[src/rtl/seg_scan_pkg.sv]
package seg_scan_pkg;
  typedef enum logic {
    VAR_FEEDBACK = 1'b0,
    VAR_GATED    = 1'b1
  } variant_e;
endpackage

[src/rtl/seg_scan_subchain.sv]
module seg_scan_subchain
  import seg_scan_pkg::*;
#(
  parameter int       SEG_LEN = 8,
  parameter variant_e VARIANT = VAR_FEEDBACK
) (
  input  logic               clk_i,
  input  logic               rst_ni,
  input  logic               test_en_i,
  input  logic               seg_en_i,
  input  logic               scan_in_i,
  input  logic [SEG_LEN-1:0] func_d_i,
  output logic [SEG_LEN-1:0] cell_q_o,
  output logic               tail_o
);
  localparam int TAIL = SEG_LEN - 1;

  logic [SEG_LEN-1:0] cell_q;
  logic [SEG_LEN-1:0] shift_val;
  logic [SEG_LEN-1:0] idle_val;
  logic [SEG_LEN-1:0] cell_d;

  assign shift_val = {cell_q[TAIL-1:0], scan_in_i};

  generate
    if (VARIANT == VAR_FEEDBACK) begin : g_fb
      // disabled segment recirculates its own tail
      assign idle_val = {cell_q[TAIL-1:0], cell_q[TAIL]};
    end else begin : g_hold
      // synchronous shift enable stands in for clock gating
      assign idle_val = cell_q;
    end
  endgenerate

  // enable never acts as a local test select
  always_comb begin
    if (!test_en_i)    cell_d = func_d_i;
    else if (seg_en_i) cell_d = shift_val;
    else               cell_d = idle_val;
  end

  always_ff @(posedge clk_i or negedge rst_ni) begin
    if (!rst_ni) cell_q <= '0;
    else         cell_q <= cell_d;
  end

  assign cell_q_o = cell_q;
  assign tail_o   = cell_q[TAIL];


  capture_chk: assert property (@(posedge clk_i) disable iff (!rst_ni)
    !test_en_i |=> cell_q_o == $past(func_d_i));


  shift_head_chk: assert property (@(posedge clk_i) disable iff (!rst_ni)
    (test_en_i && seg_en_i) |=> cell_q_o[0] == $past(scan_in_i));


  shift_body_chk: assert property (@(posedge clk_i) disable iff (!rst_ni)
    (test_en_i && seg_en_i) |=> cell_q_o[TAIL:1] == $past(cell_q_o[TAIL-1:0]));

  generate
    if (VARIANT == VAR_FEEDBACK) begin : g_fb_chk

      recirc_chk: assert property (@(posedge clk_i) disable iff (!rst_ni)
        (test_en_i && !seg_en_i) |=> cell_q_o[0] == $past(tail_o));
    end else begin : g_hold_chk

      hold_chk: assert property (@(posedge clk_i) disable iff (!rst_ni)
        (test_en_i && !seg_en_i) |=> $stable(cell_q_o));
    end
  endgenerate
endmodule

[src/rtl/seg_scan_out_sel.sv]
module seg_scan_out_sel #(
  parameter int NUM_SEG = 4
) (
  input  logic [NUM_SEG-1:0] sel_i,
  input  logic [NUM_SEG-1:0] tail_i,
  output logic               so_o
);
  // one-hot AND-OR select, zero when nothing enabled
  assign so_o = |(sel_i & tail_i);
endmodule

[src/rtl/seg_scan_chain.sv]
module seg_scan_chain
  import seg_scan_pkg::*;
#(
  parameter int       NUM_SEG = 4,
  parameter int       SEG_LEN = 8,
  parameter variant_e VARIANT = VAR_FEEDBACK
) (
  input  logic                       clk_i,
  input  logic                       rst_ni,
  input  logic                       test_en_i,
  input  logic [NUM_SEG-1:0]         seg_en_i,
  input  logic                       scan_in_i,
  input  logic [NUM_SEG*SEG_LEN-1:0] func_d_i,
  output logic [NUM_SEG*SEG_LEN-1:0] cell_q_o,
  output logic                       scan_out_o
);
  localparam int CHAIN_LEN = NUM_SEG * SEG_LEN;

  logic [NUM_SEG-1:0] tail;

  generate
    for (genvar s = 0; s < NUM_SEG; s++) begin : g_seg
      seg_scan_subchain #(
        .SEG_LEN (SEG_LEN),
        .VARIANT (VARIANT)
      ) u_sub (
        .clk_i     (clk_i),
        .rst_ni    (rst_ni),
        .test_en_i (test_en_i),
        .seg_en_i  (seg_en_i[s]),
        .scan_in_i (scan_in_i),
        .func_d_i  (func_d_i[s*SEG_LEN +: SEG_LEN]),
        .cell_q_o  (cell_q_o[s*SEG_LEN +: SEG_LEN]),
        .tail_o    (tail[s])
      );


      so_route_chk: assert property (@(posedge clk_i) disable iff (!rst_ni)
        (test_en_i && seg_en_i == NUM_SEG'(1) << s) |->
          scan_out_o == cell_q_o[s*SEG_LEN + SEG_LEN - 1]);
    end
  endgenerate

  seg_scan_out_sel #(.NUM_SEG(NUM_SEG)) u_out_sel (
    .sel_i  (seg_en_i),
    .tail_i (tail),
    .so_o   (scan_out_o)
  );


  en_onehot_chk: assert property (@(posedge clk_i) disable iff (!rst_ni)
    test_en_i |-> $onehot0(seg_en_i));


  so_idle_chk: assert property (@(posedge clk_i) disable iff (!rst_ni)
    (test_en_i && seg_en_i == '0) |-> !scan_out_o);


  reset_clear_chk: assert property (@(posedge clk_i)
    !rst_ni |-> cell_q_o == CHAIN_LEN'(0));
endmodule

[config.mk]
export PLATFORM = sky130hd
export DESIGN_NAME = seg_scan_chain
export DESIGN_NICKNAME = d
export VERILOG_FILES = /design/src/rtl/seg_scan_pkg.sv /design/src/rtl/seg_scan_subchain.sv /design/src/rtl/seg_scan_out_sel.sv /design/src/rtl/seg_scan_chain.sv
export SDC_FILE = /design/constraint.sdc
export NUM_CORES = 1
export LEC_CHECK = 0
export ABC_AREA = 1
export BUFFER_PORTS_ARGS = -buffer_cell sky130_fd_sc_hd__buf_2
export CELL_PAD_IN_SITES_DETAIL_PLACEMENT = 0
export CELL_PAD_IN_SITES_GLOBAL_PLACEMENT = 1
export CORE_ASPECT_RATIO = 0.5
export CORE_UTILIZATION = 31
export DETAILED_ROUTE_END_ITERATION = 8
export GPL_TIMING_DRIVEN = 0
export PLACE_DENSITY_LB_ADDON = 0.25
export SLEW_MARGIN = 25
export SYNTH_ARGS = -nofsm -noshare
export SYNTH_HDL_FRONTEND = slang
export SYNTH_SLANG_ARGS = --single-unit
[constraint.sdc]
create_clock -name clk_i -period 1.11 [get_ports clk_i]
set_clock_uncertainty 0.15 [all_clocks]
set_input_delay 0.0555 -clock clk_i [delete_from_list [all_inputs] [get_ports clk_i]]
set_output_delay 0.0555 -clock clk_i [all_outputs]
set_load 0.01 [all_outputs]
[After elaboration in Yosys (flattened, before gate mapping)]
Index checks and enable logic that the tools add are counted.
Storage, ports and cells
  input bits: 40
  logic and storage cells: 14
  memory bits (read-only): 0
  memories: 0
  register bits after elaboration: 32
  latch bits: 0
  output and inout port bits: 33
  bits in writable memories: 0
Cells by class
  eq/ne operators: 0
  $mul: 0
  $add $sub $neg: 0
  shift-type cells: 0
  muxes and demuxes: 8
  magnitude comparators: 0
  reductions and logical operators: 1
  divide/modulo/power cells: 0
  bitwise gates (word level): 1
Operator list (count)
  2-to-1 mux 8 bit: 4
  AND 4 bit: 1
  2-to-1 mux 1 bit: 4
  OR reduction 4 bit: 1

[Depth between registers and ports, before layout]
  word-level depth: 2
  gate-level depth with buffers: 5

[Modules after synthesis]
From an unflattened synthesis, not the netlist that was laid out.
Second synthesis, totals
  cells, all modules: 169
  area total of the unflattened synthesis: 1365.1 µm²
By module, submodules not included
  seg_scan_subchain: seq. area each 200.2 µm², area each 332.8 µm², instances 4, cells each 40
  seg_scan_out_sel: seq. area each 0.0 µm², area each 33.8 µm², instances 1, cells each 9

[Least setup slack after synthesis]
OpenSTA, ideal clock, no wires.
  path type: register to register
  start: register g_seg[3].u_sub.cell_q[7]
  end: register g_seg[3].u_sub.cell_q[0]
  setup slack: 297 ps
  clock period less this slack: 813 ps
  cell stages (with the launch flop): 5
  data required time: 843 ps
  data arrival time: 546 ps
  path through: dfrtp_1 inv_1 nand2_1 nand3_1 nand2_1
Between the ends
  longest elaborated chain between the ends: 2
RTL lines
  start, declared: RTL line seg_scan_subchain.sv:18  | logic [SEG_LEN-1:0] cell_q;
  start signal, assigned: RTL line seg_scan_subchain.sv:44  | else cell_q <= cell_d;
  2-to-1 mux 1 bit: RTL line seg_scan_subchain.sv:38  | else if (seg_en_i) cell_d = shift_val;
  2-to-1 mux 8 bit: RTL line seg_scan_subchain.sv:37  | if (!test_en_i) cell_d = func_d_i;
  via g_seg[3].u_sub.cell_d[0]: RTL line seg_scan_subchain.sv:21  | logic [SEG_LEN-1:0] cell_d;
The timed path passes the listed nets, and every way through them passes these cells.

[Worst setup path after layout]
  start: register g_seg[1].u_sub.cell_q[7]
  end: output scan_out_o
Between the ends
  longest elaborated chain between the ends: 2
RTL lines
  start, declared: RTL line seg_scan_subchain.sv:18
  start signal, assigned: RTL line seg_scan_subchain.sv:44
  AND 4 bit: RTL line seg_scan_out_sel.sv:9  | assign so_o = |(sel_i & tail_i);
  OR reduction 4 bit: RTL line seg_scan_out_sel.sv:9
  end, declared: RTL line seg_scan_chain.sv:15  | output logic scan_out_o
No other way between the ends.

==> flow_metrics.env <==
export IMPL_slew_headroom_pct=70.5
export IMPL_die_x_um=97.0
export IMPL_tritoncts="done"
export IMPL_outcome="finished, violations left"
export IMPL_io_buffers=71
export IMPL_cts_setup_buffers=0
export IMPL_rsz0062_at_grt="yes"
export IMPL_synth_area_leader_cell="dfrtp_1"
export IMPL_ys_flop_type="dfrtp_1"
export IMPL_drt_iter0_drc=29
export IMPL_initial_core_util_pct=34.1
export IMPL_synth_seq_cells=32
export IMPL_report_final_slew_viol_count=0
export IMPL_yosysUniqueCellTypes=11
export IMPL_synth_compound_area_share_pct=0
export IMPL_tightest_slew_ns=0.443
export IMPL_cts_sinks=32
export IMPL_arrival_ns=0.97
export IMPL_worst_setup_path_type="reg -> out"
export IMPL_rows=16
export IMPL_overflow=0
export IMPL_met1_length_um=1690
export IMPL_syn2layout_area_growth_pct=69.6
export IMPL_synth_area_leaders="dfrtp_1 57%, nand2_1 27%, buf_6 3.2%, inv_1 2.4%, nand2_2 2.2%"
export IMPL_synth_top_area_share_pct=57.3
export IMPL_final_util_pct=57.7
export IMPL_async_flop_share_pct=100
export IMPL_syn_num_nets=202
export IMPL_track_usage_pct=16.2
export IMPL_clock_fmax_mhz=851
export IMPL_power_leakage_uw=0.00134
export IMPL_cts_buffers=5
export IMPL_dieArea_mm2=0.00480
export IMPL_syn_area_mm2=0.00140
export IMPL_clock_latency_ns=0.28
export IMPL_drc_errors=0
export IMPL_grt_pass1_wl_um=6090
export IMPL_setup_viol=4
export IMPL_cp_max_fo=3
export IMPL_fillers=390
export IMPL_wl_per_cell_um=10.6
export IMPL_synth_xor_area_share_pct=0
export IMPL_register_area_um2=801
export IMPL_syn_area_per_cell_um2=8.63
export IMPL_setup_worst_path_end_class="output pin"
export IMPL_yosysSeqAreaShare_pct=57.3
export IMPL_grt_max_degree=33
export IMPL_antenna_found_initial=0
export IMPL_setup_ws_ns=-0.0649
export IMPL_die_y_um=49.5
export IMPL_min_period_over_period_pct=106
export IMPL_min_period_ns=1.17
export IMPL_viasPerCell=4.09
export IMPL_nNetsFinal=321
export IMPL_hold_slack_ns=0.0223
export IMPL_wl_met3_um=167
export IMPL_multi_input_area_um2=429
export IMPL_diodes=0
export IMPL_finalHoldViolCount=0
export IMPL_layout_drive_gt1_share_pct=33.7
export IMPL_synth_fa_ha_area_share_pct=0
export IMPL_synthTopCellsByCount="99 x nand2_1, 32 x dfrtp_1, 9 x inv_1, 5 x nand2_2"
export IMPL_grt_pass1_vias=1381
export IMPL_yosys_area_share_simple_pct=30.7
export IMPL_cap_violations=0
export IMPL_pwr_density_cell_mw_per_mm2=1280
export IMPL_largest_reg_flops=32
export IMPL_start_kind="register"
export IMPL_hpwlAfterDp_um=2370
export IMPL_violations="negative setup slack"
export IMPL_io_pins=73
export IMPL_peakVddDrop_uv=590
export IMPL_cts_root_buf="clkbuf_8"
export IMPL_synth_most_common_cell="nand2_1"
export IMPL_worstPathRequired_ns=0.90
export IMPL_yosysWarnings=0
export IMPL_synth_mux_area_share_pct=0
export IMPL_final_antenna_net_count=0
export IMPL_top_layer_used="met4"
export IMPL_drt_wl_total_um=3570
export IMPL_synth_edf_count=0
export IMPL_route_met2_wl_um=1700
export IMPL_dr_pass1_iters=4
export IMPL_vias=1373
export IMPL_synth_top_family_by_area="simple AND/OR/NAND/NOR gates"
export IMPL_syn_inst=162
export IMPL_tns_ns=-0.0956
export IMPL_clockBufferDepth=2
export IMPL_core_mm2=0.00410
export IMPL_routabilityCongestion=0.706
export IMPL_clk_pin_slew_ns=0.07
export IMPL_htreeDepth=2
export IMPL_hold_path_class="in -> reg"
worst paths after layout:
kind / from / endpoint / slack, ns / cells after the start
max: g_seg[1].u_sub.cell_q_o[7] / scan_out_o / -0.06 / 3
min: scan_in_i / g_seg[0].u_sub.cell_q_o[0] / 0.02 / 5
max reg2reg: g_seg[1].u_sub.cell_q_o[7] / g_seg[1].u_sub.cell_q_o[0] / 0.22 / 4
max in group asynchronous: rst_ni / g_seg[2].u_sub.cell_q_o[0] / 0.36 / 2
min in group asynchronous: rst_ni / g_seg[3].u_sub.cell_q_o[6] / 0.13 / 2
min reg2reg: g_seg[0].u_sub.cell_q_o[3] / g_seg[0].u_sub.cell_q_o[4] / 0.32 / 2
area by class of cell:
type / count / area share (%)
inverter: 10 / 1.90
clock buffer: 6 / 3.06
buffer: 11 / 5.33
timing repair buffer: 112 / 33.5
sequential: 32 / 33.8
tap: 54 / 2.85
clock inverter: 2 / 1.48
multi-input combinational: 109 / 18.1
report_power, final:
group | internal, uW | switching [uW] | total (uW)
combinational | 337 | 283 | 620
clock | 666 | 420 | 1090
sequential | 1270 | 57.4 | 1330
total | 2270 | 760 | 3030
through the flow:
stage          instances  total power, uW  area [um2]  setup WS [ns]
6_report             336             3030        2370        -0.0649
5_1_grt              336             3230        2370         -0.127
4_1_cts              336             3090        2360        -0.0789
3_5_place_dp         287             1840        1820          0.228
3_3_place_gp         287             1830        1820          0.220
2_1_floorplan        162             1600        1400          0.297
placed cells by master (no fill, tap or decap):
master / synthesis / layout
nand2_2: 5 / 5
buf_12: 1 / 1
inv_8: 1 / 1
nand4_1: 1 / 1
inv_1: 9 / 9
clkbuf_8: 2 / 7
dfrtp_1: 32 / 32
dlygate4sd3_1: 0 / 41
clkbuf_1: 0 / 1
bufinv_16: 0 / 1
clkinv_2: 0 / 1
nand2_1: 99 / 99
buf_6: 4 / 9
nand3_1: 4 / 4
buf_2: 0 / 66
clkbuf_4: 0 / 1
buf_4: 4 / 3
logic make-up after synthesis:
family / Yosys count
buf+inv: 21
flops: 32
simple gates: 109
routing by layer:
metal | up-vias | GRT usage (%)
met1 | 615 | 20.0
met5 | - | 0
met2 | 41 | 27.3
li1 | 714 | -
met4 | 0 | 4.48
met3 | 3 | 5.67
critical path, cell delays in order (launching register included):
cell and delay, ns:
dfrtp_1 0.39, nand2_1 0.07, nand4_1 0.08, buf_2 0.15
what timing repair did:
action / CTS / global route
hold buffers: 41 / 0
endpoints found under the setup margin: 5 / 37
pin swaps: 0 / 1
gates resized for setup: 4 / 2
hold endpoints to repair: 64 / 0
(Power assumes the default switching activity.)
